`src/rtl/evbuf_pkg.sv`:
```
package evbuf_pkg;
    localparam int BXID_W = 12;
    localparam int STAT_W = 4;
    localparam int SIZE_W = 8;
    localparam int HDR_W  = BXID_W + STAT_W + SIZE_W;

    // status field bit positions (within the 4-bit field)
    localparam int ST_TRUNC = 0;
    localparam int ST_NZS   = 1;
    localparam int ST_HONLY = 2;
    localparam int ST_VETO  = 3;

    typedef struct packed {
        logic [BXID_W-1:0] bxid;
        logic [STAT_W-1:0] status;
        logic [SIZE_W-1:0] size;
    } evhdr_t;
endpackage

```
`src/rtl/evbuf_fifo.sv`:
```
module evbuf_fifo #(
    parameter int WIDTH = 8,
    parameter int DEPTH = 4,
    localparam int PTR_W = (DEPTH > 1) ? $clog2(DEPTH) : 1,
    localparam int LVL_W = $clog2(DEPTH + 1)
) (
    input  logic             clk,
    input  logic             rst_n,
    input  logic             flush,
    input  logic             push,
    input  logic [WIDTH-1:0] wdata,
    input  logic             pop,
    output logic [WIDTH-1:0] rdata,
    output logic             empty,
    output logic             full,
    output logic [LVL_W-1:0] level
);
    localparam logic [PTR_W-1:0] LAST_PTR = PTR_W'(DEPTH - 1);
    localparam logic [LVL_W-1:0] DEPTH_L  = LVL_W'(DEPTH);

    typedef struct packed {
        logic [PTR_W-1:0] wptr;
        logic [PTR_W-1:0] rptr;
        logic [LVL_W-1:0] cnt;
    } fifo_st_t;

    fifo_st_t st_d, st_q;
    logic [WIDTH-1:0] mem_q [DEPTH];

    function automatic logic [PTR_W-1:0] ptr_inc(input logic [PTR_W-1:0] p);
        return (p == LAST_PTR) ? '0 : p + 1'b1;
    endfunction

    always_comb begin
        st_d = st_q;
        if (flush) begin
            st_d = '0;
        end else begin
            if (push) st_d.wptr = ptr_inc(st_q.wptr);
            if (pop)  st_d.rptr = ptr_inc(st_q.rptr);
            case ({push, pop})
                2'b10:   st_d.cnt = st_q.cnt + 1'b1;
                2'b01:   st_d.cnt = st_q.cnt - 1'b1;
                default: st_d.cnt = st_q.cnt;
            endcase
        end
    end

    always_ff @(posedge clk) begin
        if (!rst_n) st_q <= '0;
        else        st_q <= st_d;
    end

    always_ff @(posedge clk) begin
        if (push && !flush) mem_q[st_q.wptr] <= wdata;
    end

    assign rdata = mem_q[st_q.rptr];
    assign empty = (st_q.cnt == '0);
    assign full  = (st_q.cnt == DEPTH_L);
    assign level = st_q.cnt;

    // the caller never writes a full queue (dropping is decided upstream)
    p_no_push_full_r8: assert property (@(posedge clk) disable iff (!rst_n)
        push |-> !full);
    // reads only happen with a record present
    p_no_pop_empty_r7: assert property (@(posedge clk) disable iff (!rst_n)
        pop |-> !empty);
    p_level_bound_r5: assert property (@(posedge clk) disable iff (!rst_n)
        level <= DEPTH_L);
    // a flush leaves the queue empty in the next cycle
    p_flush_empty_r6: assert property (@(posedge clk) disable iff (!rst_n)
        flush |=> empty);
endmodule

```
`src/rtl/evbuf_classify.sv`:
```
module evbuf_classify
    import evbuf_pkg::*;
#(
    parameter int NCH   = 4,
    parameter int CW    = 8,
    parameter int DEPTH = 16,
    localparam int DATA_W = NCH * CW,
    localparam int CNT_W  = $clog2(DEPTH + 1)
) (
    input  logic              in_valid,
    input  logic              flush,
    input  logic [BXID_W-1:0] in_bxid,
    input  logic [DATA_W-1:0] in_ch_data,
    input  logic [NCH-1:0]    in_hit_mask,
    input  logic              cmd_bx_veto,
    input  logic              cmd_header_only,
    input  logic              cmd_nzs,
    input  logic [CNT_W-1:0]  main_level,
    input  logic [CNT_W-1:0]  free_thresh,
    output evhdr_t            hdr,
    output logic [DATA_W-1:0] data,
    output logic              to_main,
    output logic              to_side
);
    localparam logic [CNT_W-1:0]  DEPTH_C = CNT_W'(DEPTH);
    localparam logic [SIZE_W-1:0] NCH_S   = SIZE_W'(NCH);

    logic [SIZE_W-1:0] hit_cnt;
    logic [DATA_W-1:0] masked;
    logic [CNT_W-1:0]  free_slots;
    logic              skip, trunc, full_ev;

    always_comb begin
        hit_cnt = '0;
        for (int i = 0; i < NCH; i++) begin
            hit_cnt = hit_cnt + SIZE_W'(in_hit_mask[i]);
        end
    end

    for (genvar g = 0; g < NCH; g++) begin : g_mask
        assign masked[g*CW +: CW] = in_hit_mask[g] ? in_ch_data[g*CW +: CW] : '0;
    end

    always_comb begin
        free_slots = DEPTH_C - main_level;
        skip       = cmd_bx_veto || cmd_header_only || (!cmd_nzs && (hit_cnt == '0));
        trunc      = !skip && (free_slots <= free_thresh);
        full_ev    = !skip && !trunc;

        hdr.bxid             = in_bxid;
        hdr.status           = '0;
        hdr.status[ST_VETO]  = cmd_bx_veto;
        hdr.status[ST_HONLY] = cmd_header_only;
        hdr.status[ST_NZS]   = cmd_nzs;
        hdr.status[ST_TRUNC] = trunc;
        hdr.size             = '0;
        data                 = '0;
        if (full_ev) begin
            hdr.size = cmd_nzs ? NCH_S : hit_cnt;
            data     = cmd_nzs ? in_ch_data : masked;
        end

        to_main = in_valid && !flush && full_ev;
        to_side = in_valid && !flush && !full_ev;
    end
endmodule

```
`src/rtl/evbuf_write_ctrl.sv`:
```
module evbuf_write_ctrl
    import evbuf_pkg::*;
#(
    parameter int NCH        = 4,
    parameter int CW         = 8,
    parameter int DEPTH      = 16,
    parameter int SIDE_DEPTH = 4,
    localparam int DATA_W    = NCH * CW,
    localparam int CNT_W     = $clog2(DEPTH + 1),
    localparam int ORD_DEPTH = DEPTH + SIDE_DEPTH,
    localparam int SIDE_LW   = $clog2(SIDE_DEPTH + 1),
    localparam int ORD_LW    = $clog2(ORD_DEPTH + 1)
) (
    input  logic              clk,
    input  logic              rst_n,
    input  logic [CNT_W-1:0]  cfg_free_thresh,
    input  logic              in_valid,
    input  logic [11:0]       in_bxid,
    input  logic [DATA_W-1:0] in_ch_data,
    input  logic [NCH-1:0]    in_hit_mask,
    input  logic              cmd_bx_veto,
    input  logic              cmd_header_only,
    input  logic              cmd_nzs,
    input  logic              cmd_fe_reset,
    input  logic              cmd_synch,
    input  logic              out_ready,
    output logic              out_valid,
    output logic              out_has_data,
    output logic [23:0]       out_header,
    output logic [DATA_W-1:0] out_data,
    output logic              overflow
);
    typedef struct packed {
        logic ovf;
    } ctl_st_t;

    ctl_st_t st_d, st_q;

    logic              flush;
    evhdr_t            cls_hdr;
    logic [DATA_W-1:0] cls_data;
    logic              to_main, to_side;

    logic                     main_push, main_pop, main_empty, main_full;
    logic [HDR_W+DATA_W-1:0]  main_rdata;
    logic [CNT_W-1:0]         main_level;
    logic                     side_push, side_pop, side_empty, side_full;
    logic [HDR_W-1:0]         side_rdata;
    logic [SIDE_LW-1:0]       side_level;
    logic                     ord_push, ord_pop, ord_empty, ord_full, ord_tag;
    logic [ORD_LW-1:0]        ord_level;
    logic                     accept;

    assign flush = cmd_fe_reset || cmd_synch;

    evbuf_classify #(.NCH(NCH), .CW(CW), .DEPTH(DEPTH)) u_cls (
        .in_valid        (in_valid),
        .flush           (flush),
        .in_bxid         (in_bxid),
        .in_ch_data      (in_ch_data),
        .in_hit_mask     (in_hit_mask),
        .cmd_bx_veto     (cmd_bx_veto),
        .cmd_header_only (cmd_header_only),
        .cmd_nzs         (cmd_nzs),
        .main_level      (main_level),
        .free_thresh     (cfg_free_thresh),
        .hdr             (cls_hdr),
        .data            (cls_data),
        .to_main         (to_main),
        .to_side         (to_side)
    );

    assign main_push = to_main && !main_full;
    assign side_push = to_side && !side_full;
    assign ord_push  = main_push || side_push;

    assign accept   = !ord_empty && out_ready && !flush;
    assign main_pop = accept && ord_tag;
    assign side_pop = accept && !ord_tag;
    assign ord_pop  = accept;

    evbuf_fifo #(.WIDTH(HDR_W + DATA_W), .DEPTH(DEPTH)) u_main (
        .clk   (clk),
        .rst_n (rst_n),
        .flush (flush),
        .push  (main_push),
        .wdata ({cls_hdr, cls_data}),
        .pop   (main_pop),
        .rdata (main_rdata),
        .empty (main_empty),
        .full  (main_full),
        .level (main_level)
    );

    evbuf_fifo #(.WIDTH(HDR_W), .DEPTH(SIDE_DEPTH)) u_side (
        .clk   (clk),
        .rst_n (rst_n),
        .flush (flush),
        .push  (side_push),
        .wdata (cls_hdr),
        .pop   (side_pop),
        .rdata (side_rdata),
        .empty (side_empty),
        .full  (side_full),
        .level (side_level)
    );

    // tag 1 = record waits in the main buffer, 0 = in the side queue
    evbuf_fifo #(.WIDTH(1), .DEPTH(ORD_DEPTH)) u_order (
        .clk   (clk),
        .rst_n (rst_n),
        .flush (flush),
        .push  (ord_push),
        .wdata (main_push),
        .pop   (ord_pop),
        .rdata (ord_tag),
        .empty (ord_empty),
        .full  (ord_full),
        .level (ord_level)
    );

    always_comb begin
        st_d = st_q;
        if ((to_main && main_full) || (to_side && side_full)) st_d.ovf = 1'b1;
    end

    always_ff @(posedge clk) begin
        if (!rst_n) st_q <= '0;
        else        st_q <= st_d;
    end

    always_comb begin
        out_valid    = !ord_empty;
        out_has_data = !ord_empty && ord_tag;
        out_header   = '0;
        out_data     = '0;
        if (!ord_empty) begin
            if (ord_tag) begin
                out_header = main_rdata[HDR_W+DATA_W-1:DATA_W];
                out_data   = main_rdata[DATA_W-1:0];
            end else begin
                out_header = side_rdata;
            end
        end
    end

    assign overflow = st_q.ovf;

    // the tag queue and the two record queues stay consistent
    p_tag_main_r7: assert property (@(posedge clk) disable iff (!rst_n)
        (out_valid && ord_tag) |-> !main_empty);
    p_tag_side_r7: assert property (@(posedge clk) disable iff (!rst_n)
        (out_valid && !ord_tag) |-> !side_empty);
    p_ord_room_r7: assert property (@(posedge clk) disable iff (!rst_n)
        ord_level == ORD_LW'(main_level) + ORD_LW'(side_level));
    // header-only records carry no size and no data
    p_hdronly_size_r2: assert property (@(posedge clk) disable iff (!rst_n)
        (out_valid && !out_has_data) |-> (out_header[7:0] == 8'd0 && out_data == '0));
    // full records have a non-zero size and no truncated flag
    p_full_size_r3: assert property (@(posedge clk) disable iff (!rst_n)
        (out_valid && out_has_data) |-> (out_header[7:0] != 8'd0 && !out_header[8]));
    // vetoed or header-only crossings never reach the main buffer
    p_veto_side_r10: assert property (@(posedge clk) disable iff (!rst_n)
        (in_valid && (cmd_bx_veto || cmd_header_only)) |-> !main_push);
    p_flush_r6: assert property (@(posedge clk) disable iff (!rst_n)
        flush |=> !out_valid);
    p_no_overflow_r8: assert property (@(posedge clk) disable iff (!rst_n)
        overflow |=> overflow);
    p_ovf_rise_r8: assert property (@(posedge clk) disable iff (!rst_n)
        $rose(overflow) |-> $past(main_full || side_full));
endmodule

```
`config.mk`:
```
export PLATFORM = sky130hd
export DESIGN_NAME = evbuf_write_ctrl
export DESIGN_NICKNAME = d
export VERILOG_FILES = /design/src/rtl/evbuf_pkg.sv /design/src/rtl/evbuf_fifo.sv /design/src/rtl/evbuf_classify.sv /design/src/rtl/evbuf_write_ctrl.sv
export SDC_FILE = /design/constraint.sdc
export NUM_CORES = 1
export LEC_CHECK = 0
export BUFFER_PORTS_ARGS = -buffer_cell sky130_fd_sc_hd__buf_2
export CAP_MARGIN = 0
export CORE_UTILIZATION = 50
export CTS_CLUSTER_DIAMETER = 120
export DETAILED_ROUTE_END_ITERATION = 16
export GPL_TIMING_DRIVEN = 1
export PLACE_DENSITY = 0.71
export SLEW_MARGIN = 20
export SYNTH_ARGS = -nofsm -noshare
export SYNTH_HDL_FRONTEND = slang
export SYNTH_SLANG_ARGS = --single-unit
```
`constraint.sdc`:
```
create_clock -name clk -period 14.8 [get_ports clk]
set_clock_uncertainty 0.2 [all_clocks]
set_input_delay 0.74 -clock clk [delete_from_list [all_inputs] [get_ports clk]]
set_output_delay 0.74 -clock clk [all_outputs]
set_load 0.01 [all_outputs]
```
* After elaboration in Yosys (flattened, before gate mapping)
Memories as Yosys holds them, arrays and structs flattened. A register that Yosys moved wholly into a read port is not among the register bits. Cells that the tools add are included.
Operators by class: reduce and logical (&&, ||, !) cells 38, $add $sub $neg 16, muxes and demuxes 33, $lt $le $gt $ge 1, bitwise gates (word level) 1, equality and inequality tests 14
Operators by type and width (count):
- two-way mux 32 bit | 4
- two-way mux 24 bit | 2
- two-way mux 8 bit | 6
- adder 5 x 1 -> 5 bit, second input constant | 4
- two-way mux 5 bit | 4
- case mux 5 bit (2 select lines) | 2
- logical AND 1 bit | 18
- adder 8 x 1 -> 8 bit | 2
- two-way mux 4 bit | 4
- equality test 5 bit, second input constant | 3
- equality test 2 bit, second input constant | 5
- subtractor 5 x 1 -> 5 bit, second input constant | 2
- zero test 1 bit | 9
- adder 4 x 1 -> 4 bit, second input constant | 2
- equality test 4 bit, second input constant | 2
- zero test 8 bit | 1
- two-way mux 2 bit | 4
- equality test 2 x 1 -> 1 bit, second input constant | 3
- two-way mux 1 bit | 6
- case mux 3 bit (2 select lines) | 1
- nonzero test 2 bit | 3
- <= comparator 5 bit | 1
- zero test 5 bit | 1
- logical OR 1 bit | 5
- 8 further kinds | 9
Word-level totals: flip-flop bits (word level) 36, memories kept 3, output and inout port bits 59, bits in writable memories 1012, input bits 62
Memories:
- u_main.mem_q | words 16, width 56, rd ports 1, clocked after Yosys merged registers in 1, write ports 1, line evbuf_fifo.sv:28 | logic [WIDTH-1:0] mem_q [DEPTH];
- u_side.mem_q | words 4, width 24, rd ports 1, clocked after Yosys merged registers in 1, write ports 1, line evbuf_fifo.sv:28
- u_order.mem_q | words 20, width 1, rd ports 1, clocked after Yosys merged registers in 1, write ports 1, line evbuf_fifo.sv:28

* Logic depth before layout (Yosys ltp)
Gate-level depths: netlist of run 1.
depth after elaboration 17, depth in mapped cells 19

* By module
Synthesis of run 1 repeated with hierarchy kept, for this count alone.
Unflattened totals: cells, all modules 2088, area total of the unflattened synthesis 42025.3 um2
Modules (own cells, without submodules):
- evbuf_fifo at u_main | sequential area each 27246.1 um2, instances 1, cells an instance 1494, area each 34505.6 um2
- evbuf_fifo at u_side | sequential area each 3062.9 um2, instances 1, cells an instance 179, area each 3983.8 um2
- evbuf_fifo at u_order | sequential area each 1001.0 um2, instances 1, cells an instance 172, area each 1926.8 um2
- evbuf_classify | sequential area each 0.0 um2, instances 1, cells an instance 141, area each 892.1 um2
- evbuf_write_ctrl | sequential area each 20.0 um2, instances 1, cells an instance 102, area each 716.9 um2

* Worst setup path before layout of run 1
OpenSTA, ideal clock, no wires.
path type input to register, start input port in_hit_mask[0], end memory u_main.mem_q[3][0] (netlist name), enable pin, data arrival time 6.360 ns, slack 7.718 ns, library setup time 0.522 ns, buffers on the path 0, stages on the path 10, cell sequence ha_1 > fa_1 > ha_1 > nor4_2 > a211oi_2 > a21boi_0 > nand2_1 > inv_1 > nand2_1 > nor3_1
On the way: word-level cells in the longest chain between the ends 15
RTL lines:
- start: declaration | line evbuf_write_ctrl.sv:20 | input logic [NCH-1:0] in_hit_mask,
- adder 1 x 1 -> 2 bit * | line evbuf_classify.sv:36 | hit_cnt = hit_cnt + SIZE_W'(in_hit_mask[i]);
- adder 8 x 1 -> 8 bit * (2 in a row) | line evbuf_classify.sv:36
- zero test 8 bit * | line evbuf_classify.sv:46 | skip = cmd_bx_veto || cmd_header_only || (!cmd_nzs && (hit_cnt == '0));
- logical AND 1 bit * | line evbuf_classify.sv:46
- logical OR 1 bit * | line evbuf_classify.sv:46
- zero test 1 bit * | line evbuf_classify.sv:47, evbuf_classify.sv:48
- logical AND 1 bit | line evbuf_classify.sv:47 | trunc = !skip && (free_slots <= free_thresh);
- zero test 1 bit | line evbuf_classify.sv:48 | full_ev = !skip && !trunc;
- logical AND 1 bit * | line evbuf_classify.sv:48
- logical AND 1 bit * | line evbuf_classify.sv:63 | to_main = in_valid && !flush && full_ev;
- logical AND 1 bit * | line evbuf_write_ctrl.sv:73 | assign main_push = to_main && !main_full;
- via main_push | line evbuf_write_ctrl.sv:44 | logic main_push, main_pop, main_empty, main_full;
- logical AND 1 bit * | line evbuf_fifo.sv:55 | if (push && !flush) mem_q[st_q.wptr] <= wdata;
- two-way mux 1 bit * | line evbuf_fifo.sv:55
- two-way mux 1 bit (implied by the code) * | line evbuf_fifo.sv:55
- end: declaration | line evbuf_fifo.sv:28
The timed path passes the listed nets; every way through them passes the cells marked *.

==> out/metrics.yaml, run 1 <==
status: "complete, no violations"
fmax_mhz: 174
dr.pass1.iters: 5
cts.root.buffer_cell: "clkbuf_16"
cp-start-kind: "flop"
yosys.area_share.xor_xnor_pct: 0.372
ant_nets: 0
p_int_mw: 4.30
rsz0062_at_grt: "no"
fin_crit_ns: 5.74
switching_share_pct: 19.1
viasPerCell: 6.10
clk_latency_ns: 0.65
utilization_pct: 57.0
setup_viol: 0
drive_gt1_share_pct: 29.7
die_area_sq_um: 76500
yosysSeqAreaShare_pct: 75.2
synth_compound_area_share_pct: 0.993
stdcell_count: 2950
p_clk_share_pct: 43.2
p_comb_share_pct: 1.2
dieHeight_microns: 277
io_pins: 121
cts_max_path_buffers: 3
start_util_pct: 50.5
hold_depth: 2
num_vias: 18000
muxShareOfSynthArea_pct: 17.5
hold_end: "overflow"
overflow: 0
layout-area-overhead-vs-synth_pct: 12.8
max_slew_margin_pct: 25.4
maxCapViolCount: 0
gp_congestion: 0.771
criticalPathCategory: "flop to output pin"
finalWirelength_microns: 81300
n_fill_cell: 5378
grt_start_max_net_pins: 114
dpl_cell_area_sq_um: 39500
async_reset_ff_share_pct: 0
yosys_warnings: 0
seqPwrFrac_pct: 55.6
setup-tns-final_ns: 0
cts_tree: "done"
slowest_stage: "dfxtp_4"
crit_required_ns: 13.86
timing.rr.end: "u_main.mem_q[7][20]"
wl_per_cell_microns: 27.5
avgSynthCellArea_sq_um: 21.5
antenna_found_initial: 6
dp_hpwl_microns: 42100
synthTopCellsByCount: "912 x edfxtp_1, 279 x mux4_2, 94 x nor2_1"
yosys.area_share.adder_pct: 1.22
path_delay_family: "buffers and inverters"
synth_area_leaders: "edfxtp_1 73%, mux4_2 17%, dfxtp_1 2.5%"
synth.distinct_cells: 57
post_cts_resized: 0
powerDensity_nw_per_um2: 125
min_period_over_period_pct: 38.8
place_ws_ns: 9.13
path_cells: "buf_6 > buf_12 > mux4_2 > mux4_2 > mux2i_1 > nor2_1 > buf_2"
ys_ff_latch: 959
min_from: "rst_n"
worstMarginPinSlew_ns: 1.12
ir_drop_v: 0.000117
clkSlewWorstSetupHoldPaths_ns: 0.06
synthMostInstantiatedCell: "edfxtp_1"
min_path_type: "input pin to flop"
netlist_instances: 1749
syn_area_sq_um: 37700
numPortBuffers: 115
synth_edf_count: 912
fin_nets: 2003
drv_slew: 0
grt_pass1_wl_microns: 122000
cts.sinks: 959
synth_top_cell_area_share_pct: 72.7
synth_ff_type: "edfxtp_1"
hold_viol_final: 0
leakage_nw: 14.1
path_buf_inv: 3
reg2reg_depth: 13
power.switching_mw: 1.01
setup_ws_ns: 9.06
critPathCaptureType: "output pin"
tritoncts.num_buffers: 94
r2r_start: "u_main.level[0]"
hold_buffers: 0
synth_top_family_by_area: "multiplexers"
cts.repair_timing.setup_buffer_count: 0
rows: 100
grt_use_total_pct: 21.7
totalPowerFinal_mw: 5.31
crit_arrival_ns: 4.80
cpMostUsedCell: "mux4_2"
dp.cells: 2778
synth_top_area_cell: "edfxtp_1"
drc: 0
r2r_setup_slack_ns: 9.34
timing.hold.ws_ns: 0.125
fin_area_sq_um: 42500
ctsHtreeMaxLevel: 3
die_w_microns: 277
slowest_delay_ns: 0.92
grt_pass1_vias: 18800
critical_path.max_fanout: 113
yosys.area_share.simple_pct: 3.39
drt_iter0_markers: 1940
coreArea_sq_um: 74600
## cells by family (layout without fill, tap and decap cells)
logic type               after synthesis  after routing
flip-flops                           959            959
multiplexers                         308            308
AND/OR/NAND/NOR                      253            253
buffers and inverters                121            347
AO/OA/AOI/OAI                         56             56
adder cells (fa/ha/maj)               35             35
XOR/XNOR                              16             16
other                                  1              7
## metal layers
layer	global-route usage, %	part of all wire [%]	vias up
li1	-	-	7550
met1	30.9	42	9670
met2	35.7	50	655
met3	3.00	5.9	111
met4	5.34	1.8	0
met5	0	0	-
## cells in the final DEF, fill, tap and decap left out, drive strengths merged, types with 9 or more instances in the layout
cell type  synthesis  layout
mux2i             28      28
edfxtp           912     912
nor2              95      95
ha                32      32
o21ai              9       9
and2              34      34
nand2             31      31
nand3              9       9
clkbuf            60     123
inv               27      28
clkinv             1      38
buf               33     150
dfxtp             47      47
a21oi             24      24
xor2              11      11
mux4             279     279
and3              40      40
## registers in the layout, summed over array words and instances (netlist names), named ones only
register,count
u_side.level,3
u_side.mem_q,76
u_main.st_q,8
u_main.level,5
overflow,1
u_order.level,5
u_order.mem_q,20
u_order.st_q,10
u_main.mem_q,816
u_side.st_q,4
## worst reg2reg max path, stage by stage (launching register included)
cell and delay [ns]:
dfxtp_1 0.39, inv_1 0.12, ha_1 0.24, nor3b_1 0.15, ha_1 0.28, ha_1 0.29
and3_1 0.27, o21ai_0 0.21, a21boi_0 0.31, nand2_1 0.21, inv_1 0.53, nand2_1 0.42
nor2_4 0.79, buf_4 0.66
## worst max-delay path by stage
stage	startpoint	to	slack (ns)	cells after the start
final	flop	out_header[8]	9.06	7
after detailed placement	in_hit_mask[0]	u_main.mem_q[7][20]	9.13	12
after global routing	flop	out_header[8]	8.71	7
after floorplan	in_hit_mask[0]	u_main.mem_q[3][0]	7.72	10
after global placement	in_hit_mask[0]	u_main.mem_q[7][11]	9.34	12
after CTS	flop	out_header[1]	8.68	7
## final cells by class
cell class                 count  area, sq um  share of cell area (%)
sequential                   959        28300                    66.7
timing repair buffer         150          875                    2.06
tap                          969         1210                    2.85
clock inverter                46          403                   0.948
antenna                        2         5.00                  0.0118
multi-input combinational    673         9020                    21.2
inverter                      28          106                   0.250
clock buffer                 123         2540                    5.99
## power by group through the flow
stage / logic [mW] / clock network [mW] / registers, mW
after floorplan: 0.0260 / 0 / 3.01
after global placement: 0.0578 / 0 / 3.01
after detailed placement: 0.0609 / 0 / 3.01
after CTS: 0.0613 / 2.33 / 2.96
after global routing: 0.0681 / 2.44 / 2.95
final: 0.0618 / 2.29 / 2.96
(Power assumes the default switching activity.)
==> inputs of run 2 (changes only) <==
Settings changed: ABC_AREA set to 1.
Clock period 14.8 ns to 6 ns, I/O delays scaled along.
==> out/metrics.yaml, run 2 <==
drv_slew: 0
antenna_found_initial: 1
rows: 101
cts.sinks: 959
synth_top_family_by_area: "compound AO/OA/AOI/OAI gates"
async_reset_ff_share_pct: 0
critPathCaptureType: "flop"
grt_pass1_wl_microns: 145000
synth_top_area_cell: "edfxtp_1"
dr.pass1.iters: 6
post_cts_resized: 0
dieHeight_microns: 279
wl_per_cell_microns: 23.4
place_ws_ns: 1.01
syn_area_sq_um: 38400
stdcell_count: 4098
r2r_start: "u_main.level[0]"
muxShareOfSynthArea_pct: 0
max_slew_margin_pct: 24.6
crit_arrival_ns: 5.06
viasPerCell: 6.11
ir_drop_v: 0.000245
synth_edf_count: 912
synth.distinct_cells: 49
avgSynthCellArea_sq_um: 13.3
synth_ff_type: "edfxtp_1"
io_pins: 121
reg_top3: "u_main.mem_q x816, u_side.mem_q x76, u_order.mem_q x20"
setup_ws_ns: 1.04
largest_reg_flops: 816
yosys.area_share.simple_pct: 8.15
layout_common_cells: "912 x edfxtp_1, 351 x nor2_1, 287 x nand2_1, 287 x o21ai_0, 235 x a21oi_1"
gp_congestion: 0.793
grt_pass1_vias: 24800
num_vias: 25100
hold_viol_final: 0
utilization_pct: 56.8
startpoint: "u_main.level[0]"
cts_max_path_buffers: 3
finalWirelength_microns: 95700
cts_tree: "done"
antenna_cells: 0
layout_commonest_cell: "edfxtp_1"
min_period_over_period_pct: 82.6
tritoncts.num_buffers: 89
ctsHtreeMaxLevel: 3
drc: 0
setup-tns-final_ns: 0
synth_compound_area_share_pct: 13.6
min_path_type: "input pin to flop"
yosys_warnings: 0
synthMostInstantiatedCell: "edfxtp_1"
yosys.area_share.xor_xnor_pct: 0.273
clkSlewWorstSetupHoldPaths_ns: 0.06
dp_hpwl_microns: 53300
grt_use_total_pct: 24.4
start_util_pct: 50.6
die_area_sq_um: 78000
dp.cells: 3927
yosysSeqAreaShare_pct: 73.7
coreArea_sq_um: 75900
leakage_nw: 14.5
die_w_microns: 279
netlist_instances: 2893
grt_start_max_net_pins: 144
crit_required_ns: 6.10
maxCapViolCount: 0
drt_iter0_markers: 2759
drive_gt1_share_pct: 11.7
regMostFlops: "u_main.mem_q"
rsz0062_at_grt: "no"
fin_nets: 3102
synth_top_cell_area_share_pct: 71.2
worstMarginPinSlew_ns: 1.13
reg2reg_depth: 17
critical_path.max_fanout: 24
status: "complete, no violations"
fin_crit_ns: 4.96
n_fill_cell: 5793
cts.root.buffer_cell: "clkbuf_16"
yosys.area_share.adder_pct: 1.20
setup_viol: 0
fmax_mhz: 202
cp-start-kind: "flop"
layout-area-overhead-vs-synth_pct: 12.2
min_from: "in_ch_data[4]"
totalPowerFinal_mw: 12.7
synthTopCellsByCount: "912 x edfxtp_1, 367 x nor2_1, 287 x nand2_1, 287 x o21ai_0, 235 x a21oi_1"
synth_area_leaders: "edfxtp_1 71%, o21ai_0 3.7%, nor2_1 3.6%"
criticalPathCategory: "flop to flop"
ys_ff_latch: 959
overflow: 0
clk_latency_ns: 0.62
powerDensity_nw_per_um2: 295
ant_nets: 0
numPortBuffers: 115
hold_depth: 3
## run 2: routing by layer
metal | vias to the layer above | GRT usage (%) | wire, microns
met4 | 2 | 10.4 | 3510
met2 | 1194 | 40.2 | 47100
li1 | 11100 | - | -
met1 | 12600 | 32.4 | 37900
met5 | - | 0 | 12
met3 | 185 | 3.42 | 7230
## run 2: kinds of logic after synthesis
| family | Yosys count |
|---|---|
| AOI/OAI and AO/OA | 848 |
| xor gates and xnor gates | 12 |
| adders and majority gates | 35 |
| buffers and inverters | 278 |
| DFF | 959 |
| other | 1 |
| and+or+nand+nor | 760 |
## run 2: cell type report
cell class                 instances  area, sq um  area share [%]
sequential                       959        28300            65.7
multi-input combinational       1660         9090            21.1
clock buffer                     118         2420            5.61
timing repair buffer             219         1490            3.45
tap                             1030         1290            2.99
inverter                          76          298           0.690
clock inverter                    36          221           0.513
## run 2: where the power goes
group / internal [mW] / total (mW) / switching (mW)
Combinational: 0.0565 / 0.194 / 0.138
Clock: 2.91 / 5.23 / 2.32
Sequential: 7.29 / 7.29 / 0.00245
## run 2: critical path, cell delays in order, from the launching register on
cell     delay [ns]
dfxtp_1        0.31
inv_1          0.19
ha_1           0.22
nand2_1        0.07
nor2_1         0.10
ha_1           0.24
ha_1           0.30
nand2_1        0.08
nor2_1         0.15
nand2_1        0.07
nand3_1        0.12
nand3_2        0.09
nor2_2         0.12
nand2_2        0.17
inv_1          0.52
nand2_1        0.41
nor2_4         0.81
buf_4          0.44
## run 2: what timing repair did
item	4_1_cts	5_1_grt
hold endpoints to repair	287	0
buffers inserted	0	0
hold buffers	17	0
## run 2: through the flow
| stage | area, sq um | hold WS, ns |
|---|---|---|
| after floorplan | 38500 | 0.199 |
| after global placement | 40300 | 0.252 |
| after detailed placement | 40300 | 0.267 |
| after CTS | 43100 | 0.00424 |
| after global routing | 43100 | 0.0367 |
| final | 43100 | 0.0391 |
## run 2: path summary, 6_finish.rpt
check	end	slack (ns)
worst max-delay path	u_main.mem_q[14][0]	1.04
worst max register to register	u_main.mem_q[14][0]	1.04
worst min-delay path	u_main.mem_q[11][4]	0.04
worst min register to register	u_main.level[0]	0.28
